$ cat config.mk
export PLATFORM = sky130hd
export DESIGN_NAME = bitop_engine
export DESIGN_NICKNAME = d
export VERILOG_FILES = /design/src/rtl/bitop_pkg.sv /design/src/rtl/bitop_modify.sv /design/src/rtl/bitop_target.sv /design/src/rtl/bitop_seq.sv /design/src/rtl/bitop_engine.sv
export SDC_FILE = /design/constraint.sdc
export NUM_CORES = 1
export LEC_CHECK = 0
export BUFFER_PORTS_ARGS = -buffer_cell sky130_fd_sc_hd__buf_4
export CAP_MARGIN = 0
export CORE_MARGIN = 4
export CORE_UTILIZATION = 35
export CTS_CLUSTER_SIZE = 24
export DETAILED_ROUTE_END_ITERATION = 10
export PLACE_DENSITY_LB_ADDON = 0.05
export SETUP_SLACK_MARGIN = 0.3
export SLEW_MARGIN = 30
export SYNTH_ARGS = -nofsm -noshare
export SYNTH_HDL_FRONTEND = slang
export SYNTH_HIERARCHICAL = 1
export SYNTH_SLANG_ARGS = --single-unit
$ cat constraint.sdc
create_clock -name clk -period 2.4 [get_ports clk]
set_input_delay 0.36 -clock clk [delete_from_list [all_inputs] [get_ports clk]]
set_output_delay 0.36 -clock clk [all_outputs]
set_load 0.02 [all_outputs]
$ cat src/rtl/bitop_pkg.sv
package bitop_pkg;
   typedef enum logic [1:0] {
      OP_SET = 2'b00,
      OP_CLR = 2'b01,
      OP_TST = 2'b10,
      OP_RSV = 2'b11
   } bitop_e;

   typedef enum logic [1:0] {
      ST_IDLE = 2'b00,
      ST_RD   = 2'b01,
      ST_EXEC = 2'b10,
      ST_FIN  = 2'b11
   } bitop_state_e;
endpackage

$ cat src/rtl/bitop_modify.sv
module bitop_modify #(
   parameter int DATA_W = 8,
   parameter int IDX_W  = $clog2(DATA_W)
) (
   input  logic [DATA_W-1:0] rdata,
   input  logic [IDX_W-1:0]  idx,
   input  logic              set_val,
   output logic [DATA_W-1:0] wdata,
   output logic              bit_val
);
   for (genvar i = 0; i < DATA_W; i++) begin : g_bit
      assign wdata[i] = (idx == IDX_W'(i)) ? set_val : rdata[i];
   end

   assign bit_val = rdata[idx];

   // the rewritten byte differs from the read byte in at most one bit
   always_comb begin
      p_one_bit_changed_r2: assert ($countones(wdata ^ rdata) <= 1);
   end
endmodule

$ cat src/rtl/bitop_target.sv
module bitop_target #(
   parameter int PC_W   = 12,
   parameter int DISP_W = 8
) (
   input  logic [PC_W-1:0]   pc,
   input  logic [DISP_W-1:0] disp,
   output logic [PC_W-1:0]   target
);
   logic [PC_W-1:0] disp_ext;

   if (PC_W > DISP_W) begin : g_sext
      assign disp_ext = {{(PC_W-DISP_W){disp[DISP_W-1]}}, disp};
   end else begin : g_trunc
      assign disp_ext = disp[PC_W-1:0];
   end

   assign target = pc + disp_ext + PC_W'(1);
endmodule

$ cat src/rtl/bitop_seq.sv
module bitop_seq
   import bitop_pkg::*;
#(
   parameter int ADDR_W = 8,
   parameter int DATA_W = 8,
   parameter int PC_W   = 12,
   parameter int DISP_W = 8,
   parameter int IDX_W  = $clog2(DATA_W)
) (
   input  logic              clk,
   input  logic              rst_n,
   input  logic              start,
   input  bitop_e            op,
   input  logic [IDX_W-1:0]  bit_idx,
   input  logic              pol,
   input  logic [ADDR_W-1:0] addr,
   input  logic [DISP_W-1:0] disp,
   input  logic [PC_W-1:0]   next_pc,
   input  logic              bit_val,
   input  logic [PC_W-1:0]   target_in,
   output bitop_e            op_q,
   output logic [IDX_W-1:0]  idx_q,
   output logic [DISP_W-1:0] disp_q,
   output logic [PC_W-1:0]   pc_q,
   output logic              busy,
   output logic              done,
   output logic              taken,
   output logic [PC_W-1:0]   target,
   output logic [ADDR_W-1:0] mem_addr,
   output logic              mem_rd,
   output logic              mem_wr
);
   bitop_state_e      state_q;
   logic              pol_q;
   logic [ADDR_W-1:0] addr_q;
   logic              accept;

   assign accept = (state_q == ST_IDLE) && start && (op != OP_RSV);

   always_ff @(posedge clk or negedge rst_n) begin
      if (!rst_n) begin
         state_q <= ST_IDLE;
         op_q    <= OP_SET;
         idx_q   <= '0;
         pol_q   <= 1'b0;
         addr_q  <= '0;
         disp_q  <= '0;
         pc_q    <= '0;
         taken   <= 1'b0;
         target  <= '0;
      end else begin
         unique case (state_q)
            ST_IDLE: begin
               if (accept) begin
                  op_q    <= op;
                  idx_q   <= bit_idx;
                  pol_q   <= pol;
                  addr_q  <= addr;
                  disp_q  <= disp;
                  pc_q    <= next_pc;
                  state_q <= ST_RD;
               end
            end
            ST_RD:   state_q <= ST_EXEC;
            ST_EXEC: begin
               state_q <= ST_FIN;
               if (op_q == OP_TST) begin
                  taken  <= (bit_val == pol_q);
                  target <= target_in;
               end else begin
                  taken  <= 1'b0;
               end
            end
            ST_FIN:  state_q <= ST_IDLE;
            default: state_q <= ST_IDLE;
         endcase
      end
   end

   assign busy     = (state_q != ST_IDLE);
   assign done     = (state_q == ST_FIN);
   assign mem_rd   = (state_q == ST_RD);
   assign mem_wr   = (state_q == ST_EXEC) && (op_q != OP_TST);
   assign mem_addr = addr_q;

   // completion is a single-cycle pulse raised while still busy
   p_done_pulse_r8: assert property (@(posedge clk) disable iff (!rst_n)
      done |=> !done);
   p_done_busy_r8: assert property (@(posedge clk) disable iff (!rst_n)
      done |-> busy);
   p_busy_from_start_r8: assert property (@(posedge clk) disable iff (!rst_n)
      $rose(busy) |-> $past(start));
   // a running operation keeps going and keeps its address
   p_ignore_busy_r9: assert property (@(posedge clk) disable iff (!rst_n)
      (busy && !done) |=> (busy && $stable(mem_addr)));
   // reserved code does not start anything
   p_reserved_r10: assert property (@(posedge clk) disable iff (!rst_n)
      (!busy && start && op == OP_RSV) |=> !busy);
   // results hold while idle
   p_hold_idle_r11: assert property (@(posedge clk) disable iff (!rst_n)
      ($past(!busy) && !busy) |-> ($stable(taken) && $stable(target)));
endmodule

$ cat src/rtl/bitop_engine.sv
module bitop_engine
   import bitop_pkg::*;
#(
   parameter int ADDR_W = 8,
   parameter int DATA_W = 8,
   parameter int PC_W   = 12,
   parameter int DISP_W = 8
) (
   input  logic              clk,
   input  logic              rst_n,
   input  logic              start,
   input  logic [1:0]        op,
   input  logic [$clog2(DATA_W)-1:0] bit_idx,
   input  logic              pol,
   input  logic [ADDR_W-1:0] addr,
   input  logic [DISP_W-1:0] disp,
   input  logic [PC_W-1:0]   next_pc,
   output logic              busy,
   output logic              done,
   output logic              taken,
   output logic [PC_W-1:0]   target,
   output logic [ADDR_W-1:0] mem_addr,
   output logic              mem_rd,
   output logic              mem_wr,
   output logic [DATA_W-1:0] mem_wdata,
   input  logic [DATA_W-1:0] mem_rdata
);
   localparam int IDX_W = $clog2(DATA_W);

   if ((DATA_W < 2) || ((DATA_W & (DATA_W - 1)) != 0)) begin : g_chk_data
      $error("DATA_W must be a power of two of at least 2");
   end
   if ((DISP_W < 2) || (PC_W < 2)) begin : g_chk_pc
      $error("PC_W and DISP_W must be at least 2");
   end
   if (ADDR_W < 1) begin : g_chk_addr
      $error("ADDR_W must be positive");
   end

   bitop_e            op_q;
   logic [IDX_W-1:0]  idx_q;
   logic [DISP_W-1:0] disp_q;
   logic [PC_W-1:0]   pc_q;
   logic              bit_val;
   logic [PC_W-1:0]   target_c;

   bitop_seq #(
      .ADDR_W(ADDR_W), .DATA_W(DATA_W), .PC_W(PC_W),
      .DISP_W(DISP_W), .IDX_W(IDX_W)
   ) seq_i (
      .clk      (clk),
      .rst_n    (rst_n),
      .start    (start),
      .op       (bitop_e'(op)),
      .bit_idx  (bit_idx),
      .pol      (pol),
      .addr     (addr),
      .disp     (disp),
      .next_pc  (next_pc),
      .bit_val  (bit_val),
      .target_in(target_c),
      .op_q     (op_q),
      .idx_q    (idx_q),
      .disp_q   (disp_q),
      .pc_q     (pc_q),
      .busy     (busy),
      .done     (done),
      .taken    (taken),
      .target   (target),
      .mem_addr (mem_addr),
      .mem_rd   (mem_rd),
      .mem_wr   (mem_wr)
   );

   bitop_modify #(.DATA_W(DATA_W), .IDX_W(IDX_W)) modify_i (
      .rdata  (mem_rdata),
      .idx    (idx_q),
      .set_val(op_q == OP_SET),
      .wdata  (mem_wdata),
      .bit_val(bit_val)
   );

   bitop_target #(.PC_W(PC_W), .DISP_W(DISP_W)) target_i (
      .pc    (pc_q),
      .disp  (disp_q),
      .target(target_c)
   );

   // each write follows a read of the same byte on the previous cycle
   p_wr_after_rd_r2: assert property (@(posedge clk) disable iff (!rst_n)
      mem_wr |-> ($past(mem_rd) && mem_addr == $past(mem_addr)));
   // a test read is never followed by a write
   p_test_nowrite_r7: assert property (@(posedge clk) disable iff (!rst_n)
      (mem_rd && op_q == OP_TST) |=> !mem_wr);
   // read and write strobes never overlap
   p_rd_wr_excl_r4: assert property (@(posedge clk) disable iff (!rst_n)
      !(mem_rd && mem_wr));
endmodule

Yosys cells after proc, flatten, opt, wreduce, memory -nomap -nowiden:

Cells that the tools add are included.

* flip-flop bits (word level): 49
* input bits: 45
* output and inout port bits: 33
* word-level logic and storage cells: 49

* $add $sub $neg: 2
* magnitude comparators: 1
* equality and inequality tests: 15
* muxes and demuxes: 13
* reductions and logical operators: 9

Operators with widths (count)
* 12-bit by 1-bit adder with 12-bit output (second input constant): 1
* 12-bit adder: 1
* 3-bit equality test (second input constant): 4
* 1-bit two-way mux: 10
* 2-bit case mux with 4 select lines: 1
* 2-bit equality test (second input constant): 3
* 3-bit by 2-bit equality test with 1-bit output (second input constant): 2
* 2-bit zero test: 2
* 3-bit by 4-bit < comparator with 1-bit output (second input constant): 1
* 2-bit inequality test (second input constant): 2
* 2-bit AND reduction: 2
* 1-bit binary-select mux with 3-bit select: 1
* 3-bit by 1-bit equality test with 1-bit output (second input constant): 1
* 1-bit logical AND: 3
* 3-bit zero test: 1
* 2-bit by 1-bit equality test with 1-bit output (second input constant): 1
* 2-bit two-way mux: 1
* 2-bit by 1-bit inequality test with 1-bit output (second input constant): 1
* 2-bit nonzero test: 1
* 1-bit equality test: 1

Depth between registers and ports, before layout:

Gate-level depths: netlist of run 1.

* depth after elaboration: 5
* depth in mapped cells: 10
* depth with buffers taken out: 10

Cells and area by module:

The synthesis of run 1 kept the hierarchy.

Modules (own cells, without submodules)
* bitop_seq: instances 1, cells an instance 122, area each 1953.1 um^2, seq. area each 1226.2 um^2
* bitop_target: instances 1, cells an instance 66, area each 498.0 um^2, seq. area each 0.0 um^2
* bitop_modify: instances 1, cells an instance 22, area each 227.7 um^2, seq. area each 0.0 um^2
* bitop_engine: instances 1, cells an instance 1, area each 3.8 um^2, seq. area each 0.0 um^2

Least setup slack after synthesis of run 1:

Ideal clock, no wire load.

* path type: reg2reg
* start point: register seq_i.disp_q[0]
* end point: register seq_i.target[10]
* setup time: 125 ps
* arrival: 2271 ps
* required time: 2275 ps
* path slack: 5 ps
* cell stages (with the launch flop): 11
* path buffers: 0
* clock period less this slack: 2395 ps
* path through: dfrtp_1 > inv_1 > ha_1 > inv_1 > fa_1 > a211oi_2 > nor3_1 > or4_1 > a21oi_2 > xnor2_1 > mux2_2

* cells in the longest elaborated chain, start to end: 2

Ends and longest elaborated chain
* from (decl): line bitop_seq.sv:23 `output logic [DISP_W-1:0] disp_q,`
* from (signal assigned): line bitop_seq.sv:59 `disp_q <= disp;`
* 12-bit adder: line bitop_target.sv:17 `assign target = pc + disp_ext + PC_W'(1);`
* 12-bit by 1-bit adder with 12-bit output: line bitop_target.sv:17
* via target_c[10]: line bitop_engine.sv:45 `logic [PC_W-1:0] target_c;`
* to (signal assigned): line bitop_seq.sv:69 `target <= target_in;`
* to (decl): line bitop_seq.sv:28 `output logic [PC_W-1:0] target,`

The timed path passes the listed nets, and every way through them passes these cells.
A chain may end at the register's enable or synchronous reset.

Worst setup path in the final report of run 1:

* start point: register seq_i.disp_q[0]
* end point: register seq_i.target[8]

Same word-level chain as after synthesis.

==> summary.md, run 1 <==
| Metric | Value |
|---|---|
| Top-area cell type share of the netlist area | `45.7%` |
| Row Count | `31` |
| Global-route wire length before repair | `8930 um` |
| Tcrit/Tclk final | `95.7%` |
| WL per Instance | `~14 um` |
| GRT overflow | `0` |
| Mapped cell area | `2680 um2` |
| Clock Path Buffers | `2` |
| Leakage power | `approximately 1.6 nW` |
| CTS H-tree depth | `2` |
| CTS Buf Count | `5` |
| Vias in the first global route | `1906` |
| RSZ-0062 raised after global routing | `yes` |
| Full die area | `9130 um2` |
| Critical path startpoint category | `flop` |
| Layout cell share with drive strength beyond 1 | `a little over half` |
| Switching Fraction | `39.9%` |
| FILL cells | `707` |
| Final Skew | `7.94 ps` |
| Worst reg2reg startpoint | `seq_i/disp_q[0]` |
| Antenna-violating nets left | `0` |
| Port bufs | `77` |
| Total power | `5.29 mW` |
| Psw | `2.11 mW` |
| Yosys warnings | `6` |
| Tightest Pin Transition | `628 ps` |
| Clock Pin Slew Worst Setup and Hold Paths | `100 ps` |
| Reg power frac | `a little under 30%` |
| Commonest non-fill, non-tap cells in the layout | `80 x buf_4, 51 x mux2_2, 48 x dfrtp_1, 15 x ha_1` |
| Power Density | `1510 nW/um2` |
| Skew-Pair Late Insertion Delay | `300 ps` |
| Initial core utilization | `a little over a third` |
| Data arrival time of the critical path | `2490 ps` |
| Post-route cell area | `3520 um2` |
| Sequential share of the synthesized area | `45.7%` |
| Post-synth cell types | `41` |
| Final setup violation count | `0` |
| Worst setup startpoint | `seq_i/disp_q[0]` |
| Hold Buf Count CTS | `0` |
| Worst EP required | `2590 ps` |
| Largest net degree at the start of global routing | `50` |
| GPL Wtd Cong | `0.721` |
| Slew Limit Fails | `0` |
| Area growth from synthesis to layout | `31.1%` |
| Die W | `95.5 um` |
| Critical path type | `reg -> reg` |
| Async SR Flop Fraction | `100%` |
| Post-Synthesis Cells | `211` |
| N_diodes | `0` |
| CTS tree | `built` |
| EDFF count, synth | `0` |
| Core area | `7370 um2` |
| Final HPWL DP | `between 4000 and 5000 um` |
| DR pass1 iterations | `4` |
| Via density | `between 4 and 5` |
| #FFs+latches synth | `a little under 50` |
| Synth Net Count | `273` |
| Clk network pwr share | `11.3%` |
| Max Clk Rate | `approximately 440 MHz` |
| Status | `finished, final reports clean` |
| Largest area contributor in the synthesized netlist | `dfrtp_1` |
| Hold Slack | `around 74 ps` |
| Detailed Route WL | `5540 um` |
| Placed insts | `about 380` |
| Antenna violations before repair | `0` |
| Setup ws final | `102 ps` |
| Max VDD drop | `0.585 mV` |
| Root Buffer | `clkbuf_8` |
| Rel. slew slack | `between 50% and 60%` |
| Fin crit period | `2300 ps` |
| Top post-synthesis cells by area | `dfrtp_1 46%, mux2_2 21%, ha_1 7.5%` |
| Fin cells | `392` |
| Max cap viols | `0` |
| Comb power frac | `59.0%` |
| Pre-CTS setup slack | `roughly 42 ps` |
| Hold Path Class | `in -> async` |
| Vias | `1859` |
| Int Power | `3.18 mW` |
| Nets | `between 300 and 400` |
| Syn avg cell area | `approximately 13 um2` |
| Final Hold Fails | `0` |
| I/O pins | `78` |
| # clock sinks | `approximately 50` |
| Most common cell after layout, fill and taps aside | `buf_4` |
| Die Height | `95.5 um` |
| Total GRT Usage | `12.4%` |
| Crit path capture type | `flop` |
| Initial DRC Count | `80` |
| Residual DRC | `0` |
| Worst-path fanout max | `2` |
| Post-DP Area | `between 3000 and 4000 um2` |
| Commonest register cell after synthesis | `dfrtp_1` |
==> cell type report <==
class	count	area (um2)	share of cell area (%)
Clock inverter	3	46.3	1.32
Multi-Input combinational cell	145	1390	39.6
Clock buffer	5	68.8	1.96
Timing Repair Buffer	81	621	17.7
Tap cell	99	124	3.52
Inverter	10	37.5	1.07
Sequential cell	49	1230	34.9
==> worst max-delay path, cell delays in order, from the launching register on <==
cell and delay [ps]:
dfrtp_1 380, inv_1 60, ha_1 150, inv_1 50, fa_2 340, a211oi_2 220, nor2_1 90, o21a_1 190
o41a_1 320, xor2_1 140, mux2_2 250
==> cells by family (layout without fill, tap and decap cells) <==
| group | Yosys count | count (layout) | synth area share, % |
|---|---|---|---|
| fa+ha+maj | 17 | 17 | 8.21 |
| xor+xnor | 10 | 10 | 3.26 |
| simple gates | 33 | 33 | 6.48 |
| mux | 57 | 57 | 25.0 |
| flops | 49 | 49 | 45.7 |
| buf+inv | 17 | 99 | 3.54 |
| compound gates | 28 | 28 | 7.79 |
==> metal layers <==
metal / vias up / share of wire, % / global-route usage (%)
met5: - / 0 / 0
li1: 923 / - / -
met4: 0 / 0.52 / 3.20
met1: 896 / 46 / 16.5
met2: 38 / 50 / 20.4
met3: 2 / 3.9 / 2.76
==> power groups by stage <==
| stage | sequential [mW] | clock, mW | combinational (mW) |
|---|---|---|---|
| 3_3_place_gp | 1.59 | 0 | 3.01 |
| 2_1_floorplan | 1.70 | 0 | 2.03 |
| 4_1_cts | 1.58 | 0.627 | 3.09 |
| 3_5_place_dp | 1.60 | 0 | 3.03 |
| 6_report | 1.57 | 0.597 | 3.12 |
| 5_1_grt | 1.65 | 0.661 | 3.45 |
==> synthesized netlist by cell type, types with 3 or more instances <==
cell type and n:
mux2_2 51, dfrtp_1 49, ha_1 16, inv_1 10
nor2_1 10, nand2_1 6, xnor2_1 5, xor2_1 5
a21oi_1 4, buf_6 4, o21a_1 4, o21ai_0 4
mux2_1 3, nand3b_1 3, nor3_1 3, nor3b_1 3
==> path summary, 6_finish.rpt <==
path	to	slack, ps	depth (start not counted)
worst max-delay path	seq_i/target[8]	100	10
worst min-delay path	seq_i/mem_addr[7]	70	1
worst max register to register	seq_i/target[8]	100	10
worst min register to register	seq_i/pc_q[8]	500	1
max in group asynchronous	seq_i/idx_q[0]	1870	1
min in group clk	seq_i/pc_q[8]	280	2
==> state kept, by name, summed over array words and instances, names as in the netlist <==
name / cells
seq_i/target: 12
seq_i/pc_q: 12
seq_i/mem_addr: 8
seq_i/idx_q: 3
seq_i/taken: 1
seq_i/state_q: 2
seq_i/op_q: 2
seq_i/pol_q: 1
seq_i/disp_q: 8
==> per-stage QoR <==
| stage | TNS, ps | util, % |
|---|---|---|
| 6_report | 0 | 47.7 |
| 3_3_place_gp | 0 | 45.7 |
| 5_1_grt | -101 | 47.7 |
| 3_5_place_dp | 0 | 45.7 |
| 4_1_cts | 0 | 47.4 |
| 2_1_floorplan | 0 | - |
==> repair_timing <==
action	4_1_cts	5_1_grt
buffers inserted	1	0
endpoints found under the setup margin	5	6
gates resized for setup	2	6
pin swaps	4	3
No activity file was read; power rests on OpenSTA's default activity.
==> inputs of run 2 (changes only) <==
--- a/constraint.sdc
+++ b/constraint.sdc
@@ -3,2 +3,2 @@
 set_output_delay 0.36 -clock clk [all_outputs]
-set_load 0.02 [all_outputs]
+set_load 0.1 [all_outputs]
==> summary.md, run 2 (synthesized netlist as in run 1, its figures left out) <==
| Metric | Value |
|---|---|
| Status | `finished, final reports clean` |
| Antenna-violating nets left | `0` |
| Busiest layer in global routing | `met2` |
| GPL Wtd Cong | `~0.75` |
| Global-route track usage on met3 | `roughly 3.5%` |
| Largest net degree at the start of global routing | `50` |
| DR pass1 iterations | `4` |
| Crit-path max cell delay | `380 ps` |
| Max cap viols | `0` |
| Vias in the first global route | `1962` |
| Residual DRC | `0` |
| Data arrival time of the critical path | `2560 ps` |
| Via density | `4.77` |
| Critical path type | `reg -> reg` |
| Final setup violation count | `0` |
| I/O pins | `78` |
| Worst-path fanout max | `2` |
| Slew Limit Fails | `0` |
| Max Clk Rate | `423 MHz` |
| Grt met2 use | `20.1%` |
| Clock Pin Slew Worst Setup and Hold Paths | `100 ps` |
| Area growth from synthesis to layout | `34.0%` |
| Antenna violations before repair | `0` |
| Nets | `361` |
| RSZ-0062 raised after global routing | `yes` |
| N_diodes | `0` |
| Die W | `~96 um` |
| Final HPWL DP | `4070 um` |
| Fin cells | `between 300 and 400` |
| Core area | `7370 um2` |
| Global-route wire length before repair | `9000 um` |
| Hold Path Class | `in -> async` |
| Initial DRC Count | `33` |
| CTS H-tree depth | `2` |
| Placed insts | `about 380` |
| Crit path capture type | `flop` |
| Die Height | `95.5 um` |
| Slowest-stage cell, CP | `dfrtp_1` |
| WL per Instance | `14.0 um` |
| GR Layer Usage met1 | `16.6%` |
| Vias | `about 1900` |
| Rel. slew slack | `58.9%` |
| Root Buffer | `clkbuf_8` |
| Tightest Pin Transition | `617 ps` |
| Critical path startpoint category | `flop` |
| Row Count | `31` |
| Clock Path Buffers | `2` |
| FILL cells | `a little over 700` |
| Skew-Pair Late Insertion Delay | `300 ps` |
| Tcrit/Tclk final | `98.4%` |
| Worst EP required | `2600 ps` |
| Final Skew | `9.07 ps` |
| # clock sinks | `49` |
| Full die area | `a little over 9000 um2` |
| Fin crit period | `approximately 2400 ps` |
| Commonest non-fill, non-tap cells in the layout | `83 x buf_4, 49 x mux2_2, 46 x dfrtp_1, 15 x ha_1` |
| Initial core utilization | `between 30% and 40%` |
| Total GRT Usage | `12.6%` |
| GRT overflow | `0` |
| Worst-path cell chain | `inv_1 > ha_2 > inv_2 > fa_2 > a211oi_2 > nor2_1 > o21a_1 > o41a_1 > xor2_1 > mux2_2` |
| Detailed Route WL | `5590 um` |
| Largest regs | `seq_i/pc_q (12), seq_i/target (12)` |
| Layout cell share with drive strength beyond 1 | `a little over half` |
| Final Hold Fails | `0` |
| CTS tree | `built` |
| CTS Buf Count | `5` |
| Port bufs | `77` |
| Most common cell after layout, fill and taps aside | `buf_4` |
-- run 2: cell types whose count changed in the layout (fill, tap and decap cells not counted), sizes merged --
cell	before	now
buf	81	88
-- run 2: worst paths after layout --
path | startpoint | to | slack (ps) | depth (start not counted)
max in group asynchronous | rst_n | seq_i/idx_q[1] | 1880 | 1
worst max register to register | seq_i/disp_q[0] | seq_i/target[8] | 40 | 10
worst min register to register | seq_i/pc_q[5] | seq_i/pc_q[5] | 510 | 1
min in group clk | next_pc[8] | seq_i/pc_q[8] | 270 | 2
worst min-delay path | rst_n | seq_i/mem_addr[7] | 70 | 1
worst max-delay path | seq_i/disp_q[0] | seq_i/target[8] | 40 | 10
-- run 2: worst max-delay path: cells and delay by family (launching register included) --
family	cells	cell delay, ps
AO/OA/AOI/OAI	3	770
XOR/XNOR	1	140
adder cells (fa/ha/maj)	2	520
buffers and inverters	2	100
flip-flops	1	380
multiplexers	1	250
AND/OR/NAND/NOR	1	90
-- run 2: final cells by class --
type,instances,area (um2),area share (%)
well taps,99,124,3.45
inverters,10,37.5,1.04
repair buffers,88,688,19.2
flip-flops and latches,49,1230,34.2
multi-input cells,145,1400,38.9
clock buffers,5,68.8,1.92
clock inverters,3,46.3,1.29
-- run 2: through the flow --
stage / util, % / setup TNS [ps] / worst slack, ps / cell area, um2 / hold WS [ps]
after floorplan: - / 0 / 110 / 2690 / 64.4
after global placement: 45.7 / 0 / 49.9 / 3370 / 434
after detailed placement: 45.7 / 0 / 21.9 / 3370 / 431
after CTS: 48.0 / 0 / 66.1 / 3530 / 88.5
after global routing: 48.8 / -119 / -61.5 / 3590 / 113
final: 48.8 / 0 / 38.1 / 3590 / 67.2
-- run 2: what timing repair did --
action / CTS / global route
setup endpoints to repair: 5 / 14
resized for setup: 2 / 16
pin swaps: 3 / 4
buffers inserted: 6 / 2
hold buffers: 0 / 0
-- run 2: per-layer routing --
| layer | routed length (um) | share of wire, % |
|---|---|---|
| met5 | 0 | 0 |
| met4 | 42 | 0.75 |
| met3 | 276 | 4.9 |
| met2 | 2630 | 47 |
| met1 | 2640 | 47 |
Power of run 2 is not shown: default switching activity piles up to over one toggle a cycle in this logic, so the estimate is an artifact.
==> inputs of run 3 (changes only) <==
REMOVE_ABC_BUFFERS = 1   (was unset)
SETUP_SLACK_MARGIN = unset   (was 0.3)
clock period = 2.2 ns   (was 2.4 ns; I/O delays follow)
==> summary.md, run 3 (synthesized netlist as in run 1, its figures left out) <==
| Metric | Value |
|---|---|
| N_diodes | `0` |
| Antenna-violating nets left | `0` |
| RSZ-0062 raised after global routing | `yes` |
| Critical path startpoint category | `flop` |
| GPL Wtd Cong | `0.709` |
| Residual DRC | `0` |
| Tcrit/Tclk final | `110%` |
| Pre-CTS setup slack | `-367 ps` |
| WL per Instance | `13.8 um` |
| Vias | `1928` |
| Hold Buf Count CTS | `0` |
| Full die area | `about 9000 um2` |
| Fin cells | `407` |
| Final Skew | `~10 ps` |
| I/O pins | `78` |
| CTS H-tree depth | `2` |
| Largest net degree at the start of global routing | `50` |
| Max cap viols | `0` |
| Final Hold Fails | `0` |
| Core area | `approximately 7400 um2` |
| Worst-path fanout max | `2` |
| CTS tree | `built` |
| Tightest Pin Transition | `628 ps` |
| Layout cell share with drive strength beyond 1 | `54.2%` |
| Hold Path Class | `in -> async` |
| Failing checks | `setup timing` |
| Final setup violation count | `3` |
| Rel. slew slack | `58.1%` |
| Setup ws final | `-214 ps` |
| Crit path capture type | `flop` |
| Die Height | `95.5 um` |
| Fin crit period | `2410 ps` |
| Worst reg2reg startpoint | `seq_i/disp_q[0]` |
| FILL cells | `around 710` |
| Nets | `around 370` |
| R2R setup slack | `-210 ps` |
| Critical path type | `reg -> reg` |
| Slew Limit Fails | `0` |
| Clock Path Buffers | `2` |
| Vias in the first global route | `1923` |
| Row Count | `31` |
| Skew-Pair Late Insertion Delay | `about 300 ps` |
| Footprint of the multi-input gates | `1370 um2` |
| Area growth from synthesis to layout | `34.5%` |
| Initial DRC Count | `31` |
| Sequential cell area | `between 1000 and 1500 um2` |
| DR pass1 iterations | `4` |
| Placed insts | `394` |
| Die W | `95.5 um` |
| Antenna violations before repair | `0` |
| Total GRT Usage | `approximately an eighth` |
| Status | `complete, but fails checks` |
| Max Clk Rate | `414 MHz` |
| Final HPWL DP | `4200 um` |
| Initial core utilization | `36.4%` |
| Worst EP required | `2390 ps` |
| Reg2Reg Depth | `10` |
| Most common cell after layout, fill and taps aside | `buf_4` |
| GRT overflow | `0` |
| Global-route wire length before repair | `9060 um` |
| Largest regs | `seq_i/pc_q (12), seq_i/target (12)` |
| CTS Buf Count | `5` |
| Root Buffer | `clkbuf_8` |
| Detailed Route WL | `5620 um` |
| Reg-to-Reg End | `seq_i/target[8]` |
| Port bufs | `77` |
| Data arrival time of the critical path | `~2600 ps` |
| Commonest non-fill, non-tap cells in the layout | `95 x buf_4, 51 x mux2_2, 49 x dfrtp_1, 15 x ha_1, 9 x nor2_1` |
| Clock Pin Slew Worst Setup and Hold Paths | `100 ps` |
| # clock sinks | `49` |
| Via density | `~4.7` |
[run 3: cell types whose count changed in the layout (fill, tap and decap cells not counted), sizes merged]
cell | before | now
buf | 88 | 96
[run 3: through the flow]
step                area (um2)  TNS [ps]  util, %  hold WS [ps]
floorplan                 2630     -1340        -          34.4
global placement          3440      -597     46.7           407
detailed placement        3440      -627     46.7           401
CTS                       3600      -604     48.9          57.7
global route              3610      -931     49.0          82.6
finish                    3610      -524     49.0          37.8
[run 3: layout make-up]
class | instances | share of cell area [%]
Clock buffer | 5 | 1.91
Inverter | 10 | 1.04
Multi-Input combinational cell | 145 | 38.0
Tap cell | 99 | 3.43
Clock inverter | 3 | 1.28
Timing Repair Buffer | 96 | 20.3
Sequential cell | 49 | 34.0
[run 3: worst max-delay path, stage by stage, from the launching register on]
cell and delay (ps):
dfrtp_1 380, inv_1 60, ha_2 180, inv_2 40, fa_2 370, a211oi_2 260, nor2_1 90, o21a_1 200
o41a_1 320, xor2_1 140, mux2_2 250
[run 3: per-layer routing]
metal  up-vias  GRT usage, %  routed length [um]
met5         -             0                   0
met4         0          3.55                  48
li1        950             -                   -
met2        42          20.6                2730
met1       931          16.8                2520
met3         5          3.47                 330
[run 3: how the worst max path moves through the flow]
stage | start | end
6_report | seq_i/disp_q[0] | seq_i/target[8]
5_1_grt | seq_i/disp_q[0] | seq_i/target[8]
4_1_cts | seq_i/pc_q[0] | seq_i/target[8]
3_5_place_dp | seq_i/pc_q[0] | seq_i/target[10]
3_3_place_gp | seq_i/disp_q[0] | seq_i/target[10]
2_1_floorplan | seq_i/state_q[0] | mem_wr
[run 3: repair_timing]
action / in CTS / in global routing
hold endpoints to repair: 0 / 0
setup buffers: 5 / 0
pin swaps: 6 / 1
gates resized for setup: 4 / 2
setup endpoints to repair: 3 / 6
Power of run 3 is left out for the same reason.
